==> src/rtl/nfcmd_pkg.sv <==
`timescale 1ns/1ps
package nfcmd_pkg;
  typedef enum logic [2:0] {
    E_IDLE, E_PROG, E_SWAIT, E_SUSP, E_PRE, E_ERASE
  } eng_st_t;

  typedef enum logic [2:0] {
    D_READ, D_U1, D_U2, D_PSET, D_ESET, D_EU1, D_EU2
  } dec_st_t;

  localparam logic [7:0] K_UNLK1 = 8'hAA;
  localparam logic [7:0] K_UNLK2 = 8'h55;
  localparam logic [7:0] K_ESET  = 8'h80;
  localparam logic [7:0] K_CHIP  = 8'h10;
  localparam logic [7:0] K_PGM   = 8'hA0;
  localparam logic [7:0] K_SUSP  = 8'hB0;
  localparam logic [7:0] K_RES   = 8'h30;
endpackage

==> src/rtl/nfcmd_decode.sv <==
`timescale 1ns/1ps
module nfcmd_decode
  import nfcmd_pkg::*;
#(
  parameter int AW = 12,
  parameter int SECT_LSB = 8
) (
  input  logic                   clk,
  input  logic                   rst_n,
  input  logic                   wr_en,
  input  logic [AW-1:0]          wr_addr,
  input  logic [7:0]             wr_data,
  input  logic                   eng_idle,
  output logic                   go_prog,
  output logic                   go_erase,
  output logic [AW-SECT_LSB-1:0] go_sect,
  output logic                   go_msb
);
  localparam logic [AW-1:0] ADDR_A = AW'(12'h555);
  localparam logic [AW-1:0] ADDR_B = AW'(12'h2AA);

  dec_st_t st_q, st_d;
  logic    hit_a, hit_b;

  always_comb begin
    hit_a = (wr_addr == ADDR_A) && (wr_data == K_UNLK1);
    hit_b = (wr_addr == ADDR_B) && (wr_data == K_UNLK2);
  end

  always_comb begin
    st_d     = st_q;
    go_prog  = 1'b0;
    go_erase = 1'b0;
    if (!eng_idle) begin
      st_d = D_READ;
    end else if (wr_en) begin
      unique case (st_q)
        D_READ: st_d = hit_a ? D_U1 : D_READ;
        D_U1:   st_d = hit_b ? D_U2 : D_READ;
        D_U2: begin
          if (wr_addr == ADDR_A && wr_data == K_PGM)       st_d = D_PSET;
          else if (wr_addr == ADDR_A && wr_data == K_ESET) st_d = D_ESET;
          else                                             st_d = D_READ;
        end
        D_PSET: begin
          go_prog = 1'b1;
          st_d    = D_READ;
        end
        D_ESET: st_d = hit_a ? D_EU1 : D_READ;
        D_EU1:  st_d = hit_b ? D_EU2 : D_READ;
        D_EU2: begin
          go_erase = (wr_addr == ADDR_A) && (wr_data == K_CHIP);
          st_d     = D_READ;
        end
        default: st_d = D_READ;
      endcase
    end
  end

  assign go_sect = wr_addr[AW-1:SECT_LSB];
  assign go_msb  = wr_data[7];

  always_ff @(posedge clk or negedge rst_n) begin
    if (!rst_n) st_q <= D_READ;
    else        st_q <= st_d;
  end
endmodule

==> src/rtl/nfcmd_engine.sv <==
`timescale 1ns/1ps
module nfcmd_engine
  import nfcmd_pkg::*;
#(
  parameter int SB = 4,
  parameter int PROG_CYC = 40,
  parameter int PRE_CYC = 30,
  parameter int ERASE_CYC = 60,
  parameter int SUSP_DLY = 15
) (
  input  logic          clk,
  input  logic          rst_n,
  input  logic          wr_en,
  input  logic [7:0]    wr_data,
  input  logic          go_prog,
  input  logic          go_erase,
  input  logic [SB-1:0] go_sect,
  input  logic          go_msb,
  output eng_st_t       st,
  output logic [SB-1:0] sect_q,
  output logic          msb_q
);
  localparam int M1   = (PROG_CYC > PRE_CYC) ? PROG_CYC : PRE_CYC;
  localparam int CMAX = (M1 > ERASE_CYC) ? M1 : ERASE_CYC;
  localparam int CW   = $clog2(CMAX + 1);
  localparam int DW   = $clog2(SUSP_DLY + 1);

  eng_st_t       st_q;
  logic [CW-1:0] cnt_q;
  logic [DW-1:0] dly_q;
  logic          is_susp, is_res;

  assign is_susp = wr_en && (wr_data == K_SUSP);
  assign is_res  = wr_en && (wr_data == K_RES);

  always_ff @(posedge clk or negedge rst_n) begin
    if (!rst_n) begin
      st_q   <= E_IDLE;
      cnt_q  <= '0;
      dly_q  <= '0;
      sect_q <= '0;
      msb_q  <= 1'b0;
    end else begin
      unique case (st_q)
        E_IDLE: begin
          if (go_prog) begin
            st_q   <= E_PROG;
            cnt_q  <= CW'(PROG_CYC - 1);
            sect_q <= go_sect;
            msb_q  <= go_msb;
          end else if (go_erase) begin
            st_q  <= E_PRE;
            cnt_q <= CW'(PRE_CYC - 1);
          end
        end
        E_PROG: begin
          if (is_susp) begin
            st_q  <= E_SWAIT;
            dly_q <= DW'(SUSP_DLY - 1);
          end else if (cnt_q == '0) begin
            st_q   <= E_IDLE;
            sect_q <= '0;
            msb_q  <= 1'b0;
          end else begin
            cnt_q <= cnt_q - 1'b1;
          end
        end
        E_SWAIT: begin
          if (dly_q == '0) st_q  <= E_SUSP;
          else             dly_q <= dly_q - 1'b1;
        end
        E_SUSP: begin
          if (is_res) st_q <= E_PROG;
        end
        E_PRE: begin
          if (cnt_q == '0) begin
            st_q  <= E_ERASE;
            cnt_q <= CW'(ERASE_CYC - 1);
          end else begin
            cnt_q <= cnt_q - 1'b1;
          end
        end
        E_ERASE: begin
          if (cnt_q == '0) st_q  <= E_IDLE;
          else             cnt_q <= cnt_q - 1'b1;
        end
        default: st_q <= E_IDLE;
      endcase
    end
  end

  assign st = st_q;
endmodule

==> src/rtl/nfcmd_status.sv <==
`timescale 1ns/1ps
module nfcmd_status
  import nfcmd_pkg::*;
#(
  parameter int SB = 4
) (
  input  logic          clk,
  input  logic          rst_n,
  input  eng_st_t       st,
  input  logic [SB-1:0] sect_q,
  input  logic          msb_q,
  input  logic          rd_en,
  input  logic [SB-1:0] rd_sect,
  input  logic [7:0]    arr_data,
  output logic [7:0]    rd_data
);
  logic run_rd, er_rd, tgl_q;

  assign run_rd = (st == E_PROG) || (st == E_SWAIT) || (st == E_PRE) || (st == E_ERASE);
  assign er_rd  = (st == E_PRE) || (st == E_ERASE);

  always_ff @(posedge clk or negedge rst_n) begin
    if (!rst_n)               tgl_q <= 1'b0;
    else if (rd_en && run_rd) tgl_q <= ~tgl_q;
  end

  always_comb begin
    rd_data = arr_data;
    if (run_rd)
      rd_data = {(er_rd ? 1'b0 : ~msb_q), tgl_q, 3'b000, (er_rd & tgl_q), 2'b00};
    else if (st == E_SUSP && rd_sect == sect_q)
      rd_data = {~msb_q, tgl_q, 6'b000000};
  end
endmodule

==> src/rtl/nfcmd_seq.sv <==
`timescale 1ns/1ps
module nfcmd_seq
  import nfcmd_pkg::*;
#(
  parameter int AW = 12,
  parameter int SECT_LSB = 8,
  parameter int PROG_CYC = 40,
  parameter int PRE_CYC = 30,
  parameter int ERASE_CYC = 60,
  parameter int SUSP_DLY = 15
) (
  input  logic                   clk,
  input  logic                   rst_n,
  input  logic                   wr_en,
  input  logic [AW-1:0]          wr_addr,
  input  logic [7:0]             wr_data,
  input  logic                   rd_en,
  input  logic [AW-SECT_LSB-1:0] rd_sect,
  input  logic [7:0]             arr_data,
  output logic [7:0]             rd_data,
  output logic                   busy,
  output logic                   suspended,
  output logic                   erasing
);
  localparam int SB = AW - SECT_LSB;

  eng_st_t       st;
  logic          go_prog, go_erase, go_msb, msb_q;
  logic [SB-1:0] go_sect, sect_q;

  nfcmd_decode #(.AW(AW), .SECT_LSB(SECT_LSB)) dec_i (
    .clk(clk), .rst_n(rst_n), .wr_en(wr_en), .wr_addr(wr_addr),
    .wr_data(wr_data), .eng_idle(st == E_IDLE), .go_prog(go_prog),
    .go_erase(go_erase), .go_sect(go_sect), .go_msb(go_msb)
  );

  nfcmd_engine #(
    .SB(SB), .PROG_CYC(PROG_CYC), .PRE_CYC(PRE_CYC),
    .ERASE_CYC(ERASE_CYC), .SUSP_DLY(SUSP_DLY)
  ) eng_i (
    .clk(clk), .rst_n(rst_n), .wr_en(wr_en), .wr_data(wr_data),
    .go_prog(go_prog), .go_erase(go_erase), .go_sect(go_sect),
    .go_msb(go_msb), .st(st), .sect_q(sect_q), .msb_q(msb_q)
  );

  nfcmd_status #(.SB(SB)) sts_i (
    .clk(clk), .rst_n(rst_n), .st(st), .sect_q(sect_q), .msb_q(msb_q),
    .rd_en(rd_en), .rd_sect(rd_sect), .arr_data(arr_data), .rd_data(rd_data)
  );

  assign busy      = (st != E_IDLE);
  assign suspended = (st == E_SUSP);
  assign erasing   = (st == E_PRE) || (st == E_ERASE);
endmodule

==> config.mk <==
export PLATFORM = sky130hd
export DESIGN_NAME = nfcmd_seq
export DESIGN_NICKNAME = d
export VERILOG_FILES = /design/src/rtl/nfcmd_pkg.sv /design/src/rtl/nfcmd_decode.sv /design/src/rtl/nfcmd_engine.sv /design/src/rtl/nfcmd_status.sv /design/src/rtl/nfcmd_seq.sv
export SDC_FILE = /design/constraint.sdc
export NUM_CORES = 1
export LEC_CHECK = 0
export BUFFER_PORTS_ARGS = -buffer_cell sky130_fd_sc_hd__buf_2
export CAP_MARGIN = 20
export CORE_ASPECT_RATIO = 1.1
export CORE_UTILIZATION = 55
export DETAILED_ROUTE_END_ITERATION = 6
export GPL_ROUTABILITY_DRIVEN = 0
export PLACE_DENSITY = 0.92
export SKIP_LAST_GASP = 1
export SYNTH_ARGS = -nofsm -noshare
export SYNTH_HDL_FRONTEND = slang
export SYNTH_SLANG_ARGS = --single-unit
==> constraint.sdc <==
create_clock -name clk -period 4.55 [get_ports clk]
set_input_delay 0.2275 -clock clk [delete_from_list [all_inputs] [get_ports clk]]
set_output_delay 0.2275 -clock clk [all_outputs]
set_load 0.05 [all_outputs]
### After elaboration in Yosys (flattened, before gate mapping)

Cells that the tools add are included.

| word-level totals | value |
|---|---|
| bits in writable memories | 0 |
| word-level logic and storage cells | 111 |
| output and inout bits | 11 |
| register bits | 22 |
| memory bits (read-only) | 0 |
| latch bits | 0 |
| memories kept | 0 |

| operators by class | value |
|---|---|
| muxes and demuxes | 43 |
| shifts and indexed selects | 0 |
| div/mod/pow operators | 0 |
| bitwise logic cells | 3 |
| multiply operators | 0 |
| $lt $le $gt $ge | 0 |
| reduce and logical (&&, ||, !) cells | 25 |
| eq/ne operators | 31 |
| add/subtract/negate cells | 2 |

Operators with widths:

| operator | number |
|---|---|
| $mux 3 | 13 |
| $eq 8x8->1 const B | 4 |
| $mux 6 | 5 |
| $pmux 6 s4 | 1 |
| $mux 4 | 5 |
| $pmux 3 s6 | 1 |
| $mux 8 | 2 |
| $pmux 4 s2 | 2 |
| $eq 3x3->1 const B | 5 |
| $pmux 3 s5 | 1 |
| $eq 12x10->1 const B | 1 |
| $eq 12x11->1 const B | 1 |
| $eq 3x2->1 const B | 4 |
| $mux 1 | 11 |
| $ne 2x1->1 const B | 5 |
| $logic_and 1x1->1 | 9 |
| $eq 8x5->1 const B | 1 |
| $eq 8x6->1 const B | 1 |
| $eq 8x7->1 const B | 1 |
| $ne 2x2->1 const B | 4 |
| $reduce_and 4->1 | 2 |
| $eq 3x1->1 const B | 2 |
| $logic_not 3->1 | 2 |
| $logic_not 6->1 | 1 |
| other kinds (14) | 20 |

### Logic depth before layout (Yosys ltp)

| depth | value |
|---|---|
| depth after elaboration | 8 |
| mapped depth | 9 |
| mapped depth without buffers | 8 |

### Cells and area by module

A second synthesis with hierarchy kept.

| second synthesis, totals | value |
|---|---|
| cell total of the unflattened synthesis | 211 |
| area total of the unflattened synthesis | 1919.3 sq um |

Modules (own cells, without submodules):

| module | area an instance (sq um) | times used | sequential area each (sq um) | cells an instance |
|---|---|---|---|---|
| nfcmd_engine | 1116.1 | 1 | 450.4 | 114 |
| nfcmd_decode | 445.4 | 1 | 75.1 | 50 |
| nfcmd_status | 330.3 | 1 | 25.0 | 43 |
| nfcmd_seq | 27.5 | 1 | 0.0 | 4 |

### Worst setup path before layout

OpenSTA, ideal clock, no wires.

| timing | value |
|---|---|
| path kind | reg2out |
| start | register eng_i.sect_q[1] |
| end | output port rd_data[7] |
| setup slack | 1.991 ns |
| data arrival time | 2.331 ns |
| path buffers | 0 |
| cell stages (with the launch flop) | 6 |
| cell sequence | dfrtp_1 > xor2_1 > o41a_1 > a211oi_1 > a21oi_1 > o21ai_0 |

| on the way | value |
|---|---|
| longest elaborated chain between the ends | 4 |

RTL lines:

| element | line | source |
|---|---|---|
| start, declared | nfcmd_engine.sv:20 | `output logic [SB-1:0] sect_q,` |
| start signal, assigned | nfcmd_engine.sv:49 | `sect_q <= go_sect;` |
| $eq 4x4->1 | nfcmd_status.sv:31 | `else if (st == E_SUSP && rd_sect == sect_q)` |
| $logic_and 1x1->1 | nfcmd_status.sv:31 |  |
| $mux 8 | nfcmd_status.sv:31 |  |
| $mux 8 | nfcmd_status.sv:29 | `if (run_rd)` |
| end, declared | nfcmd_seq.sv:20 | `output logic [7:0] rd_data,` |

Every way passes these cells.

### Worst setup path after layout

| timing | value |
|---|---|
| start | register eng_i.st_q[1], in the netlist eng_i.st[1] |
| end | output port rd_data[6] |

| on the way | value |
|---|---|
| longest elaborated chain between the ends | 5 |
| elaborated cells on any way between the ends | 11 |
| those cells by class | eq/ne: 5; mux: 2; reduce/logical: 4 |

RTL lines:

| element | line | source |
|---|---|---|
| start, declared | nfcmd_engine.sv:28 | `eng_st_t st_q;` |
| start signal, assigned | nfcmd_engine.sv:38 | `st_q <= E_IDLE;` |
| start signal, assigned | nfcmd_engine.sv:47 | `st_q <= E_PROG;` |
| start signal, assigned | nfcmd_engine.sv:52 | `st_q <= E_PRE;` |
| $eq 3x1->1 or $eq 3x2->1 (tied branches) | nfcmd_status.sv:19 | `assign run_rd = (st == E_PROG) \|\| (st == E_SWAIT) \|\| (st == E_PRE) \|\| (st == E_ERASE);` |
| $logic_or 1x1->1 (3 in a row) | nfcmd_status.sv:19 |  |
| $mux 8 * | nfcmd_status.sv:29 |  |

Mark *: on every way between the ends. The rest lies on a longest branch, timed or not.

==> results.env <==
RESULT_OF_THE_RUN='finished clean'
CTS_SETUP_BUFFERS=0
MAXSLEWHEADROOM=0.5972
ANT_NETS=0
P_SWITCHING_W=0.0002191
WORSTPATHMAXFANOUT=22
SYNTH_CELLS=186
SYNTHESIS.YOSYS.WARNINGS=0
HPWLAFTERDP_UM=2757
NUMBER_OF_CELL_INSTANCES_ON_THE_WORST_REGISTER_TO_REGISTER_PATH=5
FP.DIEH_UM=57.46
WORST_SETUP_PATH_END_KIND='output pin'
CHIPWIDTH_UM=52.42
CTS_BUFFER_DEPTH=2
FINAL_COUNT_OF_HOLD_TIMING_VIOLATIONS=0
SYNTHESIS.NETS=224
REPORT.FINAL.SLEW_VIOL_COUNT=0
P_SEQ_FRAC=0.429
CP_CELL_SEQUENCE='nor3_1 -> clkinv_1 -> and3_1 -> a21oi_1 -> o211ai_1 -> buf_2'
MAX_FREQ_GHz=0.3582
GRT_PASS1_VIAS=1419
CLK-INSERTION-DELAY-LATE_NS=0.31
FINAL_PERIOD_MINUS_WORST_SETUP_SLACK_NS=2.792
DOMINANTREGCELLSYNTH='dfrtp_1'
DRC=0
AREA_ADDED_BETWEEN_SYNTHESIS_AND_FINISH_PCT=19.61
FP.COREAREA_UM2=2567
POST-ROUTE-PERIOD-UTIL=0.6136
TOTAL_POWER_W=0.0005992
FIN_SETUP_TNS_NS=0
SYNTH.LIB_CELLS_USED.DISTINCT=46
WORST_SETUP_PATH_START_KIND='flop'
DRTITER0DRC=46
AVGROUTEDWIREPERCELL_UM=13.75
TYPE_OF_THE_TIGHTEST_MIN_DELAY_CHECK='primary input to flop'
CRIT_REQUIRED_NS=4.32
FINCLKSKEW_NS=0.003535
DESIGN.DIE.AREA_UM2=3012
AVGSYNTHCELLAREA_UM2=8.267
SYNTHESIS.AREA_UM2=1538
LARGEST_NET_DEGREE_AT_THE_START_OF_GLOBAL_ROUTING=23
CTS_TREE='yes'
CRITICAL-PATH-SLOWEST-CELL='dfrtp_1'
MAX_SLEW.WORST_PIN.SLEW_NS=0.6042
DRT-TOTAL-WL_UM=3602
FINAL_CELLS=262
WORST_PATH_CLK_SLEW_NS=0.12
RSZ0062_AT_GRT='no'
CTS-BUFFERS-INSERTED=3
NUMBER_OF_ANTENNA_VIOLATIONS_AT_THE_FIRST_CHECK_IN_GLOBAL_ROUTING=0
CRIT_TYPE='flop to output pin'
MULTI_INPUT_AREA_UM2=927.1
SYNTH_ENABLE_FLOP_CELLS=0
VIA_CELL_RATIO=5.973
POWERDENSITY_nW_PER_UM2=325.8
GR-TOTAL-OVERFLOW=0
INTERNAL_POWER_SUMMED_OVER_ALL_CELLS_W=0.0003800
CTS.SINK_COUNT=22
CRIT_PATH_ARRIVAL_TIME_NS=2.56
FINAL-SETUP-VIOL-COUNT=0
COMBINATIONALPOWERSHARE=0.319
START_UTIL=0.5989
ASYNC_RESET_FF_FRAC=1.000
FP-ROW-COUNT=19
TIMING.HOLD.WS_NS=0.1706
LAYOUT.NETS=270
ANTENNA_CELLS_INSERTED=0
IR_DROP_mV=0.2611
GLOBAL_ROUTE_WIRE_LENGTH_BEFORE_REPAIR_UM=6161
LEAKAGE_POWER_nW=0.8302
FINAL-SEQ-AREA_UM2=550.5
PATH_DEPTH=6
SYNTH_SEQ_AREA_SHARE=0.3580
CRIT_PATH_MAX_INCR_DELAY_NS=0.63
CTS_ROOT_BUF='clkbuf_4'
DRT-PASS1-ITER-COUNT=4
NUM_VIAS=1565
HTREE_NUM_LEVELS=1
MIN_DELAY_PATH_DEPTH=2
CRITICAL_PATH_BUF_INV_COUNT=2
PLACE_INST=257
CLOCKPOWERSHARE=0.252
IO_PINS=47
MAX_CAP_VIOLATIONS=0
YOSYS_REGISTER_BITS=22
POWER.SHARE.SWITCHING=0.3657
TIMING.CRITICAL_PATH.MAX_DELAY_FAMILY='simple AND/OR/NAND/NOR gates'
FILLERS=213
FINAL_LAYOUT_SIZE_SUFFIX_GT1_FRAC=0.2424
BUFFER_PORTS.INSERTED=46
GLOBAL_ROUTE.USAGE.TOTAL=0.2732
worst register-to-register path: cells and delay by family (launching register included):
kind,cells,cell delay [ns]
compound gates,2,0.28
buf+inv,1,0.34
flops,1,0.63
simple gates,2,1.06
per-stage QoR:
step           area [µm²]  setup WS, ns  utilization
4_1_cts              1839         1.803       0.7164
2_1_floorplan        1538         1.991            -
3_3_place_gp         1777         2.290       0.6920
6_report             1839         1.758       0.7164
5_1_grt              1839         1.472       0.7164
3_5_place_dp         1777         2.176       0.6920
cell usage in the layout (no fill, tap or decap), types with 3 or more instances in the layout:
cell type | netlist | layout
nor3_1 | 8 | 8
nor4bb_1 | 3 | 3
nor2_1 | 15 | 15
buf_2 | 0 | 46
nand2b_1 | 4 | 4
inv_1 | 7 | 7
nand3_1 | 9 | 9
nor4_1 | 3 | 3
nand2_1 | 22 | 22
and3_1 | 5 | 5
clkbuf_4 | 0 | 3
xor2_1 | 5 | 5
o21ai_1 | 5 | 5
a31oi_1 | 5 | 5
o21ai_0 | 12 | 12
nor3b_1 | 3 | 3
and2_1 | 6 | 6
a21oi_1 | 8 | 8
a22o_1 | 5 | 5
dfrtp_1 | 22 | 22
cell usage after synthesis (2+ instances only):
master	instances	share of area
ha_1	2	0.016
a22o_1	5	0.028
a21oi_1	8	0.026
nor3_1	8	0.026
clkbuf_1	5	0.012
o211ai_1	2	0.0098
nand3_1	9	0.029
a211oi_1	2	0.0098
and2_1	6	0.024
xnor2_1	2	0.011
and3_1	5	0.020
dfrtp_1	22	0.36
nor4bb_1	3	0.020
o21ai_1	5	0.016
xor2_1	5	0.028
nor4_1	3	0.012
inv_1	7	0.017
nand2_1	22	0.054
nor2_1	15	0.037
nand2b_1	4	0.016
and4_1	2	0.011
nor3b_1	3	0.015
nor2b_1	2	0.0081
o21ai_0	12	0.039
a22oi_1	2	0.0098
a31oi_1	5	0.020
flip-flops by register name (all words and copies together) (netlist names):
register and cells:
eng_i.cnt_q 6, eng_i.dly_q 4, eng_i.sect_q 4, dec_i.st_q 3
eng_i.st 3, eng_i.msb_q 1, sts_i.tgl_q 1
power by group through the flow:
stage | logic [W] | clock network [W] | registers [W]
after global placement | 0.000184 | 0 | 0.000258
after CTS | 0.000192 | 0.000156 | 0.000256
after global routing | 0.000212 | 0.000161 | 0.000262
after detailed placement | 0.000191 | 0 | 0.000260
after floorplan | 0.000147 | 0 | 0.000249
final | 0.000191 | 0.000151 | 0.000257
cell families (layout without fill, tap and decap cells):
family | Yosys count | after routing | synth area share
compound gates | 49 | 49 | 0.2067
xor+xnor | 7 | 7 | 0.03987
fa+ha+maj | 2 | 2 | 0.01627
buf+inv | 14 | 59 | 0.03906
flops | 22 | 22 | 0.3580
mux | 1 | 1 | 0.006510
simple gates | 91 | 91 | 0.3336
routing by layer:
metal  vias up  share of wire  global-route usage
li1        776              -                   -
met1       711           0.43              0.3609
met5         -              0                   0
met2        69           0.49              0.4412
met3         9          0.056             0.02667
met4         0          0.021              0.1316
worst paths after layout:
| check | startpoint | end | slack (ns) |
|---|---|---|---|
| min | wr_addr[11] | eng_i.sect_q[3] | 0.17 |
| min reg2reg | eng_i.cnt_q[5] | eng_i.cnt_q[5] | 0.53 |
| max in group asynchronous | rst_n | eng_i.cnt_q[5] | 3.82 |
| max | eng_i.st[1] | rd_data[6] | 1.76 |
| max reg2reg | eng_i.st[1] | eng_i.cnt_q[4] | 2.14 |
| min in group asynchronous | rst_n | dec_i.st_q[0] | 0.39 |
area by class of cell:
type	count	share of cell area
Multi-Input combinational cell	150	0.5041
Sequential cell	22	0.2993
Timing Repair Buffer	47	0.1306
Tap cell	31	0.02109
Clock inverter	1	0.01633
Inverter	8	0.01633
Clock buffer	3	0.01224
timing repair:
item,in CTS,in global routing
endpoints found under the hold margin,22,0
hold buffers,1,0
resized for setup,0,0
setup endpoints to repair,0,0
Note: power is estimated with default switching activity, not from simulation.
